`config.mk`:
```
export PLATFORM = sky130hd
export DESIGN_NAME = prbs_link_demod
export DESIGN_NICKNAME = d
export VERILOG_FILES = /design/src/rtl/prbs_link_pkg.sv /design/src/rtl/prbs_tracker.sv /design/src/rtl/prbs_decim.sv /design/src/rtl/prbs_link_demod.sv
export SDC_FILE = /design/constraint.sdc
export NUM_CORES = 1
export LEC_CHECK = 0
export BUFFER_PORTS_ARGS = -buffer_cell sky130_fd_sc_hd__buf_2
export CAP_MARGIN = 20
export CORE_AREA = 2 2 94 96
export DETAILED_ROUTE_END_ITERATION = 8
export DIE_AREA = 0 0 96 98
export PLACE_DENSITY = 0.76
export SYNTH_ARGS = -nofsm -noshare
export SYNTH_HDL_FRONTEND = slang
export SYNTH_SLANG_ARGS = --single-unit
```
`constraint.sdc`:
```
create_clock -name clk -period 5.6 [get_ports clk]
set_clock_uncertainty 0.05 [all_clocks]
set_input_delay 1.68 -clock clk [delete_from_list [all_inputs] [get_ports clk]]
set_output_delay 1.68 -clock clk [all_outputs]
set_load 0.005 [all_outputs]
```
`src/rtl/prbs_link_pkg.sv`:
```
package prbs_link_pkg;

  localparam int PRBS_ORDER = 7;

  typedef logic [PRBS_ORDER-1:0] prbs_state_t;

  typedef enum logic [1:0] {
    TRK_SEED   = 2'd0,
    TRK_TRAIN  = 2'd1,
    TRK_LOCKED = 2'd2
  } trk_phase_t;

  // Feedback of x^7 + x^6 + 1; state bit 0 holds the newest bit.
  function automatic logic prbs_feedback(input prbs_state_t s);
    return s[6] ^ s[5];
  endfunction

  function automatic prbs_state_t prbs_push(input prbs_state_t s, input logic b);
    return {s[PRBS_ORDER-2:0], b};
  endfunction

endpackage

```
`src/rtl/prbs_tracker.sv`:
```
module prbs_tracker
  import prbs_link_pkg::*;
#(
  parameter int W          = 10,
  parameter int LOCK_WORDS = 64,
  parameter int ERR_W      = 16
) (
  input  logic             clk,
  input  logic             rst,
  input  logic [W-1:0]     rx_word,
  input  logic             data_mode,
  output logic             locked,
  output logic [ERR_W-1:0] err_count,
  output logic             demod_en,
  output logic [W-1:0]     demod_word
);

  localparam int RUN_W = (LOCK_WORDS > 1) ? $clog2(LOCK_WORDS) : 1;
  localparam int CNT_W = $clog2(W + 1);
  localparam logic [RUN_W-1:0] RUN_LAST = RUN_W'(LOCK_WORDS - 1);

  trk_phase_t       phase_q;
  prbs_state_t      gen_q;
  logic [RUN_W-1:0] run_q;
  logic [ERR_W-1:0] err_q;

  logic [W-1:0] pred_word;
  prbs_state_t  gen_adv;
  prbs_state_t  seed_state;
  logic [W-1:0] mism;
  logic [CNT_W-1:0] mism_bits;

  // Named events for assertions
  logic seed_evt, check_act, miss_evt, lock_evt;

  function automatic logic [CNT_W-1:0] count_bits(input logic [W-1:0] v);
    return CNT_W'($countones(v));
  endfunction

  function automatic logic [ERR_W-1:0] sat_add(input logic [ERR_W-1:0] a,
                                               input logic [CNT_W-1:0] b);
    logic [ERR_W:0] sum;
    sum = {1'b0, a} + (ERR_W+1)'(b);
    return sum[ERR_W] ? {ERR_W{1'b1}} : sum[ERR_W-1:0];
  endfunction

  // Predict a full word MSB first and the generator state after it
  always_comb begin
    prbs_state_t s;
    logic        b;
    s = gen_q;
    pred_word = '0;
    for (int i = W - 1; i >= 0; i--) begin
      b = prbs_feedback(s);
      pred_word[i] = b;
      s = prbs_push(s, b);
    end
    gen_adv = s;
  end

  // Seed: shift received bits in order; the last seven remain
  always_comb begin
    prbs_state_t t;
    t = '0;
    for (int i = W - 1; i >= 0; i--) t = prbs_push(t, rx_word[i]);
    seed_state = t;
  end

  assign mism      = rx_word ^ pred_word;
  assign mism_bits = count_bits(mism);
  assign seed_evt  = (phase_q == TRK_SEED);
  assign check_act = (phase_q == TRK_TRAIN) || ((phase_q == TRK_LOCKED) && !data_mode);
  assign miss_evt  = check_act && (mism != '0);
  assign lock_evt  = (phase_q == TRK_TRAIN) && (mism == '0) && (run_q == RUN_LAST);

  always_ff @(posedge clk) begin
    if (rst) begin
      phase_q <= TRK_SEED;
      gen_q   <= '0;
      run_q   <= '0;
      err_q   <= '0;
    end else begin
      unique case (phase_q)
        TRK_SEED: begin
          gen_q   <= seed_state;
          run_q   <= '0;
          phase_q <= TRK_TRAIN;
        end
        TRK_TRAIN: begin
          if (miss_evt) begin
            gen_q <= seed_state;
            run_q <= '0;
            err_q <= sat_add(err_q, mism_bits);
          end else begin
            gen_q <= gen_adv;
            if (lock_evt) begin
              run_q   <= '0;
              phase_q <= TRK_LOCKED;
            end else begin
              run_q <= run_q + 1'b1;
            end
          end
        end
        TRK_LOCKED: begin
          if (miss_evt) begin
            gen_q   <= seed_state;
            run_q   <= '0;
            phase_q <= TRK_TRAIN;
          end else begin
            gen_q <= gen_adv;
          end
        end
        default: phase_q <= TRK_SEED;
      endcase
    end
  end

  assign locked     = (phase_q == TRK_LOCKED);
  assign err_count  = err_q;
  assign demod_en   = locked && data_mode;
  assign demod_word = rx_word ^ pred_word;

  // lock appears only after a full clean run
  a_r3_lock_after_run: assert property (@(posedge clk) disable iff (rst)
    $rose(locked) |-> $past(run_q) == RUN_LAST);

  // a training mismatch restarts the run
  a_r4_miss_restarts: assert property (@(posedge clk) disable iff (rst)
    miss_evt |=> run_q == '0);

  // the error count never decreases
  a_r4_err_monotonic: assert property (@(posedge clk) disable iff (rst)
    1'b1 |=> err_q >= $past(err_q));

  // the count stays fixed while locked
  a_r5_err_frozen: assert property (@(posedge clk) disable iff (rst)
    locked |=> $stable(err_q));

  // lock holds in data mode
  a_r6_lock_held: assert property (@(posedge clk) disable iff (rst)
    (locked && data_mode) |=> locked);

  // the seed word is followed by training, never by lock
  a_r2_seed_then_train: assert property (@(posedge clk) disable iff (rst)
    seed_evt |=> !locked);

endmodule

```
`src/rtl/prbs_decim.sv`:
```
module prbs_decim #(
  parameter int W   = 10,
  parameter int OSR = 3
) (
  input  logic         clk,
  input  logic         rst,
  input  logic         in_en,
  input  logic [W-1:0] in_word,
  output logic [W-1:0] out_word,
  output logic         out_valid
);

  localparam int GW   = W * OSR;
  localparam int HW   = GW - W;
  localparam int PH_W = (OSR > 1) ? $clog2(OSR) : 1;
  localparam logic [PH_W-1:0] PH_LAST = PH_W'(OSR - 1);

  logic [HW-1:0]   hist_q;
  logic [PH_W-1:0] phase_q;
  logic [GW-1:0]   grp;
  logic [W-1:0]    vote;
  logic            group_done;

  function automatic logic majority(input logic [OSR-1:0] s);
    return ($countones(s) * 2) > OSR;
  endfunction

  assign grp        = {hist_q, in_word};
  assign group_done = in_en && (phase_q == PH_LAST);

  for (genvar k = 0; k < W; k++) begin : g_vote
    assign vote[W-1-k] = majority(grp[GW-1-k*OSR -: OSR]);
  end

  always_ff @(posedge clk) begin
    if (rst) begin
      hist_q    <= '0;
      phase_q   <= '0;
      out_word  <= '0;
      out_valid <= 1'b0;
    end else begin
      out_valid <= 1'b0;
      if (!in_en) begin
        phase_q <= '0;
      end else begin
        hist_q <= grp[HW-1:0];
        if (group_done) begin
          phase_q   <= '0;
          out_word  <= vote;
          out_valid <= 1'b1;
        end else begin
          phase_q <= phase_q + 1'b1;
        end
      end
    end
  end

  // a strobe follows the last word of a full group
  a_r9_valid_after_group: assert property (@(posedge clk) disable iff (rst)
    out_valid |-> $past(in_en) && $past(phase_q) == PH_LAST);

  // the strobe lasts one cycle
  a_r9_valid_single: assert property (@(posedge clk) disable iff (rst)
    out_valid |=> !out_valid);

  // idle demodulation returns the phase to the group start
  a_r10_phase_cleared: assert property (@(posedge clk) disable iff (rst)
    !in_en |=> phase_q == '0);

endmodule

```
`src/rtl/prbs_link_demod.sv`:
```
module prbs_link_demod #(
  parameter int W          = 10,
  parameter int OSR        = 3,
  parameter int LOCK_WORDS = 64,
  parameter int ERR_W      = 16
) (
  input  logic             clk,
  input  logic             rst,
  input  logic [W-1:0]     rx_word,
  input  logic             data_mode,
  output logic             locked,
  output logic [ERR_W-1:0] err_count,
  output logic [W-1:0]     data_out,
  output logic             data_valid
);

  logic         demod_en;
  logic [W-1:0] demod_word;

  prbs_tracker #(
    .W(W), .LOCK_WORDS(LOCK_WORDS), .ERR_W(ERR_W)
  ) u_tracker (
    .clk(clk), .rst(rst), .rx_word(rx_word), .data_mode(data_mode),
    .locked(locked), .err_count(err_count),
    .demod_en(demod_en), .demod_word(demod_word)
  );

  prbs_decim #(
    .W(W), .OSR(OSR)
  ) u_decim (
    .clk(clk), .rst(rst), .in_en(demod_en), .in_word(demod_word),
    .out_word(data_out), .out_valid(data_valid)
  );

  // no output strobe unless demodulating in the previous cycle
  a_r10_valid_needs_lock: assert property (@(posedge clk) disable iff (rst)
    data_valid |-> $past(locked) && $past(data_mode));

endmodule

```
# Yosys cells after proc, flatten, opt, wreduce, memory -nomap -nowiden
# Cells that the tools add are included.
# W data, S select, Z words.
# op_classes
n_addsub	30
magnitude_cmp	10
eq_ne	7
muxes	12
bitwise_logic	12
n_reduce_logical	20
# op_table
op	n
$gt A32 B3 Y1 const B	10
$add A31 B1 Y31	9
$add A1 B1 Y2	13
$mux W6	3
$pmux W6 S3	1
$add A16 B4 Y17	1
$add A4 B4 Y4	4
$mux W16	1
$pmux W7 S2	1
$logic_not A10 Y1	1
$reduce_bool A10 Y1	1
$xor A1 B1 Y1	10
$xor A10 B10 Y10	1
$mux W7	1
$add A6 B1 Y6 const B	1
$eq A6 B6 Y1 const B	1
$logic_and A1 B1 Y1	6
$mux W2	3
$pmux W2 S3	1
$reduce_and A2 Y1	3
$eq A2 B2 Y1 const B	2
$ne A2 B2 Y1 const B	2
$reduce_or A2 Y1	2
$add A2 B1 Y3	1
12 further kinds	12
# totals
ff_bits	64
word_cells	99

# Logic depth before layout (Yosys ltp)
# Gate-level depths: netlist (run 1).
# depth
depth_word	9
ltp_mapped	19
mapped_depth_nobuf	17

# Hierarchy
# A second synthesis (run 1) with hierarchy kept.
# hier_totals
hier_cells	396
area_unflattened_um2	3696.0
# by_module_without_submodules
module	instances	cells_each	area_each_um2	seq_area_each_um2
prbs_tracker	1	267	2311.0	620.6
prbs_decim	1	129	1385.1	660.6

# Least setup slack after synthesis (run 1)
# Ideal clock, no wire load.
# synth_timing
path_type	in2reg
start	input port rx_word[8]
end	register u_tracker.err_q[14], in the netlist u_tracker.err_count[14]
setup_time_ps	91
t_arrival_ps	5665
t_required_ps	5459
path_slack_ps	-206
cell_stages	16
path_buffers	1
path_cell_list	xnor2_1 -> xnor2_1 -> ha_1 -> inv_1 -> fa_1 -> fa_1 -> inv_1 -> fa_1 -> inv_1 -> fa_1 -> fa_1 -> nand2b_1 -> a21oi_1 -> clkbuf_1 -> a41oi_1 -> a311oi_1
# synth_between
elab_chain_len	5
word_cells_on_any_way	8
classes_between	add/sub: 3; mux: 1; bitwise: 1; reduce/logical: 3
# synth_rtl
item	line_no	rtl
from (decl)	prbs_link_demod.sv:9	input logic [W-1:0] rx_word,
$xor A10 B10 Y10 *	--	
net demod_word[8]	prbs_link_demod.sv:18	logic [W-1:0] demod_word;
$add A1 B1 Y2 (not written as such)	prbs_tracker.sv:37	return CNT_W'($countones(v));
$add A4 B4 Y4 (not written as such)	prbs_tracker.sv:37	
$add A16 B4 Y17	prbs_tracker.sv:43	sum = {1'b0, a} + (ERR_W+1)'(b);
$mux W16	prbs_tracker.sv:44	return sum[ERR_W] ? {ERR_W{1'b1}} : sum[ERR_W-1:0];
to (signal assigned)	prbs_tracker.sv:93	err_q <= sat_add(err_q, mism_bits);
to (decl)	prbs_tracker.sv:25	logic [ERR_W-1:0] err_q;
# Mark *: on every way through the listed nets, which the timed path passes. The rest lies on a longest branch.
# A chain may end at the register's enable or synchronous reset.

# Worst setup path in the final report (run 1)
# layout_timing
start	input port rx_word[8]
end	register u_tracker.err_q[13], in the netlist u_tracker.err_count[13]
# Same word-level chain as after synthesis.

==> impl_metrics.tcl, run 1 <==
set metrics [dict create \
    ir_worst_vdd_mv 0.274 \
    io_buffers 40 \
    fill_cells 790 \
    dp_slack_ps -306 \
    fin_hold_ws_ps 370 \
    root_buffer "clkbuf_8" \
    clock.fmax_ghz 0.185 \
    clock-sinks 64 \
    core_area_um2 8470 \
    finalSetupViolations 0 \
    outcome "complete, no violations" \
    clock_latency_ps 360 \
    tightestPinTransition_ps 1050 \
    synth_simple_gate_area_share_pct 17.3 \
    nets 545 \
    synth_fa_ha_area_share_pct 13.9 \
    synth_top_family_by_area "compound AO/OA/AOI/OAI gates" \
    die-height_um 98 \
    min_to "u_decim.phase_q[0]" \
    cts_tree "built" \
    drc 0 \
    slew_headroom_pct 29.7 \
    layout_setup_ws_ps 207 \
    synth_flop_cell "dfxtp_1" \
    hold_viol 0 \
    worstHoldPathCells 1 \
    multi_input_area_um2 2270 \
    hold_path_class "reg2reg" \
    crit_arrival_ps 5630 \
    max_cap_viol_count 0 \
    worstPathMaxFanout 5 \
    cellPowerDensity_nw_per_um2 487 \
    synth.avg_cell_area_um2 8.28 \
    critPathKind "in2reg" \
    cts.htree.levels 3 \
    num_vias 3472 \
    ys_seq_elements 64 \
    layout.area.seq_um2 1280 \
    antenna_found_initial 0 \
    synth-seq-area-share_pct 34.5 \
    wl_per_cell_um 15.0 \
    rsz0062_at_grt "no" \
    post-route-util_pct 51.5 \
    syn_area_um2 3710 \
    end_kind "flip-flop" \
    synth_fp_nets 498 \
    grt_max_degree 63 \
    die_area_um2 9410 \
    die_w_um 96 \
    first_global_vias 3226 \
    grt_overflow 0 \
    holdBufCountCts 0 \
    fin_crit_sh_pct 96.3 \
    crit_required_ps 5840 \
    reg2reg_depth 17 \
    dp_hpwl_um 6310 \
    cts_buffers 9 \
    syn_inst 448 \
    io_pins 41 \
    drt_iter0_drc 135 \
    finalMaxSlewViolations 0 \
    async_reset_ff_share_pct 0 \
    final_layout_size_suffix_gt1_share_pct 19.2 \
    startpoint_type "input pin" \
    max-clock-path-buffers 2 \
    yosysWarnings 0 \
    clkTransAtPathRegs_ps 80 \
    final_antenna_net_count 0 \
    r2r_end "u_tracker.err_count[15]" \
    worstHoldStart "u_decim.phase_q[0]" \
    p_leak_nw 1.74 \
    synth_compound_area_share_pct 21.6 \
    antenna_cells 0 \
    grt_first_pass_wirelength_um 14700 \
    track_usage_pct 19.6 \
    synth_xor_xnor_area_share_pct 5.83 \
    synth.distinct_cells 48 \
    start_util_pct 43.8 \
    rows 34 \
    synthMuxAreaShare_pct 0 \
    finalPower_w 0.00212 \
    synth-edff-count 0 \
    drt_wl_total_um 9090 \
    r2r-start "u_tracker.gen_q[5]" \
    vias_per_cell 5.71 \
    reg2reg_slack_ps 800 \
    dr.pass1.iters 5 \
    areaGrowthSynthToFinish_pct 17.6 \
    finalWeightedCongestion 0.883 \
    period_minus_slack_ps 5390 \
]
==> routing by layer <==
layer / vias up / GRT usage, % / wire, um
met5: - / 0 / 0
met4: 0 / 7.47 / 149
met3: 16 / 5.63 / 672
met2: 130 / 30.0 / 4180
met1: 1634 / 26.1 / 4090
li1: 1692 / - / -
==> where the power goes <==
part / internal (W) / switching (W) / leakage [nW]
logic: 0.000604 / 0.000662 / 1.14
clock network: 0.000160 / 0.000196 / 0.0854
registers: 0.000475 / 0.0000261 / 0.518
total: 0.00124 / 0.000884 / 1.74
==> synth_stat cells (all sizes together), types with 3 or more instances <==
master | count | share of area, %
buf | 8 | 0.98
a221oi | 3 | 0.71
o2111ai | 6 | 1.4
o31ai | 7 | 1.4
fa | 7 | 3.8
a41oi | 3 | 0.71
nor2 | 19 | 1.9
or3 | 3 | 0.54
nand4 | 8 | 1.3
a21oi | 44 | 5.9
nand2 | 52 | 5.3
o211ai | 8 | 1.6
a21o | 3 | 0.61
dfxtp | 64 | 35
a211oi | 10 | 2.0
nor4 | 6 | 1.0
ha | 30 | 10
inv | 42 | 4.2
xnor2 | 20 | 4.7
o21ai | 16 | 2.2
nor3 | 15 | 2.0
nand3 | 16 | 2.4
clkbuf | 16 | 1.6
a31oi | 7 | 1.2
a311oi | 5 | 1.2
and2 | 4 | 0.67
==> registers in the layout (all words and copies together), names as in the netlist <==
name                 cells
u_tracker.err_count     16
u_tracker.gen_q          7
u_decim.phase_q          2
u_tracker.run_q          6
u_decim.out_word        10
u_decim.out_valid        1
u_decim.hist_q          20
u_tracker.phase_q        2
==> layout by cell type (no fill, tap or decap), drive strengths merged, types with 3 or more instances in the layout <==
cell type	synthesis	final
dfxtp	64	64
nor4	6	6
o211ai	8	8
nand3	16	16
nor3	15	15
clkinv	0	4
inv	42	43
a21o	3	3
nand2	52	52
o31ai	7	7
a31oi	7	7
a41oi	3	3
clkbuf	16	9
ha	30	30
buf	8	59
a211oi	10	10
fa	7	7
a221oi	3	3
a311oi	5	5
o21ai	16	16
nand4	8	8
xnor2	20	20
or3	3	3
nor2	19	19
o2111ai	6	6
and2	4	4
a21oi	44	44
==> cell type report <==
class                           count  share of cell area (%)
Timing Repair Buffer               59                    7.94
Clock inverter                      7                    1.09
Multi-Input combinational cell    319                    52.1
Tap cell                          108                    3.10
Clock buffer                        9                    2.84
Inverter                           42                    3.61
Sequential cell                    64                    29.4
==> cells by family after synthesis <==
family          count (synthesis)
compound gates                124
xor+xnor                       23
fa+ha+maj                      37
buf+inv                        66
flops                          64
simple gates                  134
==> through the flow <==
stage | instance area (um2) | setup TNS [ps] | instances
2_1_floorplan | 3720 | -1.12 | 448
3_3_place_gp | 4070 | -2040 | 587
3_5_place_dp | 4070 | -3700 | 587
4_1_cts | 4240 | 0 | 603
5_1_grt | 4360 | 0 | 608
6_report | 4360 | 0 | 608
==> repair_timing <==
action,4_1_cts,5_1_grt
buffers inserted,0,2
setup endpoints to repair,0,15
resized for setup,0,17
==> critical path: stages <==
cell,delay (ps)
buf_2,110
xnor2_2,120
xnor2_1,150
ha_1,290
inv_1,60
fa_1,570
fa_1,430
inv_2,70
fa_2,190
inv_1,60
fa_2,590
inv_1,50
ha_1,270
a21oi_2,70
o22a_2,270
or4_1,470
a31oi_1,170
==> worst max-delay path by stage <==
stage	endpoint	startpoint	depth (start not counted)	slack (ps)
after CTS	u_tracker.err_count[1]	rx_word[8]	17	60
after global routing	u_tracker.err_count[11]	rx_word[8]	17	20
after floorplan	u_tracker.err_count[14]	rx_word[8]	16	-1
final	u_tracker.err_count[13]	rx_word[8]	17	210
after global placement	u_tracker.err_count[14]	rx_word[8]	17	-170
after detailed placement	u_tracker.err_count[1]	rx_word[8]	17	-310
Note: power is estimated with default switching activity, not from simulation.
==> inputs of run 2 (changes only) <==
CELL_PAD_IN_SITES_DETAIL_PLACEMENT = 1   (was not set)
CELL_PAD_IN_SITES_GLOBAL_PLACEMENT = 2   (was not set)
CORE_AREA = 2 2 111 113   (was 2 2 94 96)
DIE_AREA = 0 0 113 115   (was 0 0 96 98)
PLACE_DENSITY = 0.85   (was 0.76)
==> impl_metrics.tcl, run 2 (same netlist as run 1, synthesis figures left out) <==
set metrics [dict create \
    first_global_vias 3512 \
    layoutNonFillerInstCount 649 \
    pwr-share-comb_pct 56.2 \
    max-clock-path-buffers 2 \
    clock_latency_ps 330 \
    worstPathMaxFanout 5 \
    drc 3 \
    crit_required_ps 5800 \
    slew_headroom_pct 45.2 \
    seq_power_share_pct 19.5 \
    cts_buffers 9 \
    finalSetupViolations 0 \
    cellPowerDensity_nw_per_um2 561 \
    clock.fmax_ghz 0.184 \
    drt_iter0_drc 209 \
    antenna_cells 0 \
    num_vias 3459 \
    die_area_um2 13000 \
    wl_per_cell_um 16.7 \
    start_util_pct 31.4 \
    end_kind "flip-flop" \
    vias_per_cell 5.33 \
    antenna_found_initial 0 \
    drt_wl_total_um 10800 \
    io_buffers 40 \
    p_sw_w 0.000998 \
    final_antenna_net_count 0 \
    dpl.cell_count 627 \
    layout_setup_ws_ps 169 \
    outcome "finished, violations left" \
    intPower_w 0.00159 \
    io_pins 41 \
    core_area_um2 11800 \
    holdBufCountCts 0 \
    cts.htree.levels 3 \
    areaGrowthSynthToFinish_pct 24.3 \
    die_w_um 113 \
    largest_reg_flops 20 \
    max_cap_viol_count 0 \
    dp_slack_ps -334 \
    hold_viol 0 \
    critPathKind "in2reg" \
    track_usage_pct 17.0 \
    grt_first_pass_wirelength_um 17700 \
    p_leak_nw 1.82 \
    startpoint_type "input pin" \
    finalMaxSlewViolations 0 \
    rsz0062_at_grt "no" \
    hold_path_class "reg2reg" \
    rows 40 \
    die-height_um 115 \
    grt_overflow 0 \
    clock-sinks 64 \
    crit_arrival_ps 5630 \
    dr.pass1.iters 6 \
    layout_common_cells "dfxtp_1 (64), nand2_1 (52), a21oi_1 (42)" \
    final_layout_size_suffix_gt1_share_pct 20.1 \
    largest-register "u_decim.hist_q" \
    fin_hold_ws_ps 376 \
    root_buffer "clkbuf_16" \
    p_sw_share_pct 38.5 \
    finalWeightedCongestion 0.880 \
    mostFrequentLayoutCell "dfxtp_1" \
    clkTransAtPathRegs_ps 60 \
    dp_hpwl_um 7650 \
    cts_tree "built" \
    tightestPinTransition_ps 822 \
    ir_worst_vdd_mv 0.281 \
    pwr-share-clk_pct 24.2 \
    violations "DRC" \
    fin_crit_sh_pct 97.0 \
    grt_max_degree 63 \
    period_minus_slack_ps 5430 \
    nets 547 \
]
run 2: layout make-up:
class / instances / area [um2]
Multi-Input combinational cell: 319 / 2300
Clock buffer: 11 / 253
Inverter: 42 / 158
Fill cell: 1394 / 7200
Timing Repair Buffer: 61 / 362
Tap cell: 147 / 184
Sequential cell: 64 / 1280
Clock inverter: 5 / 78.8
run 2: timing repair:
item | CTS | global route
setup endpoints to repair | 0 | 16
gates resized for setup | 0 | 20
endpoints found under the hold margin | 0 | 0
buffers inserted | 0 | 3
run 2: power by group through the flow:
stage	combinational [W]	sequential [W]	clock, W
global route	0.00162	0.000509	0.000655
CTS	0.00119	0.000503	0.000642
finish	0.00146	0.000506	0.000627
floorplan	0.000765	0.000503	0
global placement	0.00110	0.000511	0
detailed placement	0.00118	0.000512	0
run 2: worst max-delay path, cell delays in order:
cell,delay (ps)
buf_2,110
xnor2_2,140
xnor2_2,150
ha_1,320
inv_2,50
fa_1,530
fa_1,430
inv_2,70
fa_2,190
inv_1,60
fa_2,590
inv_1,70
ha_4,270
a21oi_2,70
o22a_2,270
or3_2,420
a31oi_1,200
run 2: stage by stage:
step | instance area [um2] | power, W | utilization [%] | TNS (ps)
final | 4610 | 0.00259 | 39.0 | 0
after global routing | 4610 | 0.00278 | 39.0 | 0
after CTS | 4460 | 0.00233 | 37.7 | 0
after detailed placement | 4130 | 0.00169 | 34.9 | -4150
after global placement | 4130 | 0.00161 | 34.9 | -2230
after floorplan | 3720 | 0.00127 | - | -1.12
run 2: path summary, 6_finish.rpt:
check	start	end	slack [ps]	cells past startpoint
worst min-delay path	u_decim.phase_q[0]	u_decim.phase_q[0]	380	1
worst max-delay path	rx_word[8]	u_tracker.err_count[5]	170	17
worst max register to register	u_tracker.gen_q[5]	u_tracker.err_count[5]	720	17
worst min register to register	u_decim.phase_q[0]	u_decim.phase_q[0]	380	1
run 2: per-layer routing:
metal | part of all wire (%) | GRT usage [%] | vias up
met3 | 2.3 | 3.00 | 12
met2 | 48 | 28.0 | 46
met4 | 1.7 | 6.91 | 0
li1 | - | - | 1702
met1 | 48 | 22.1 | 1699
met5 | 0 | 0 | -
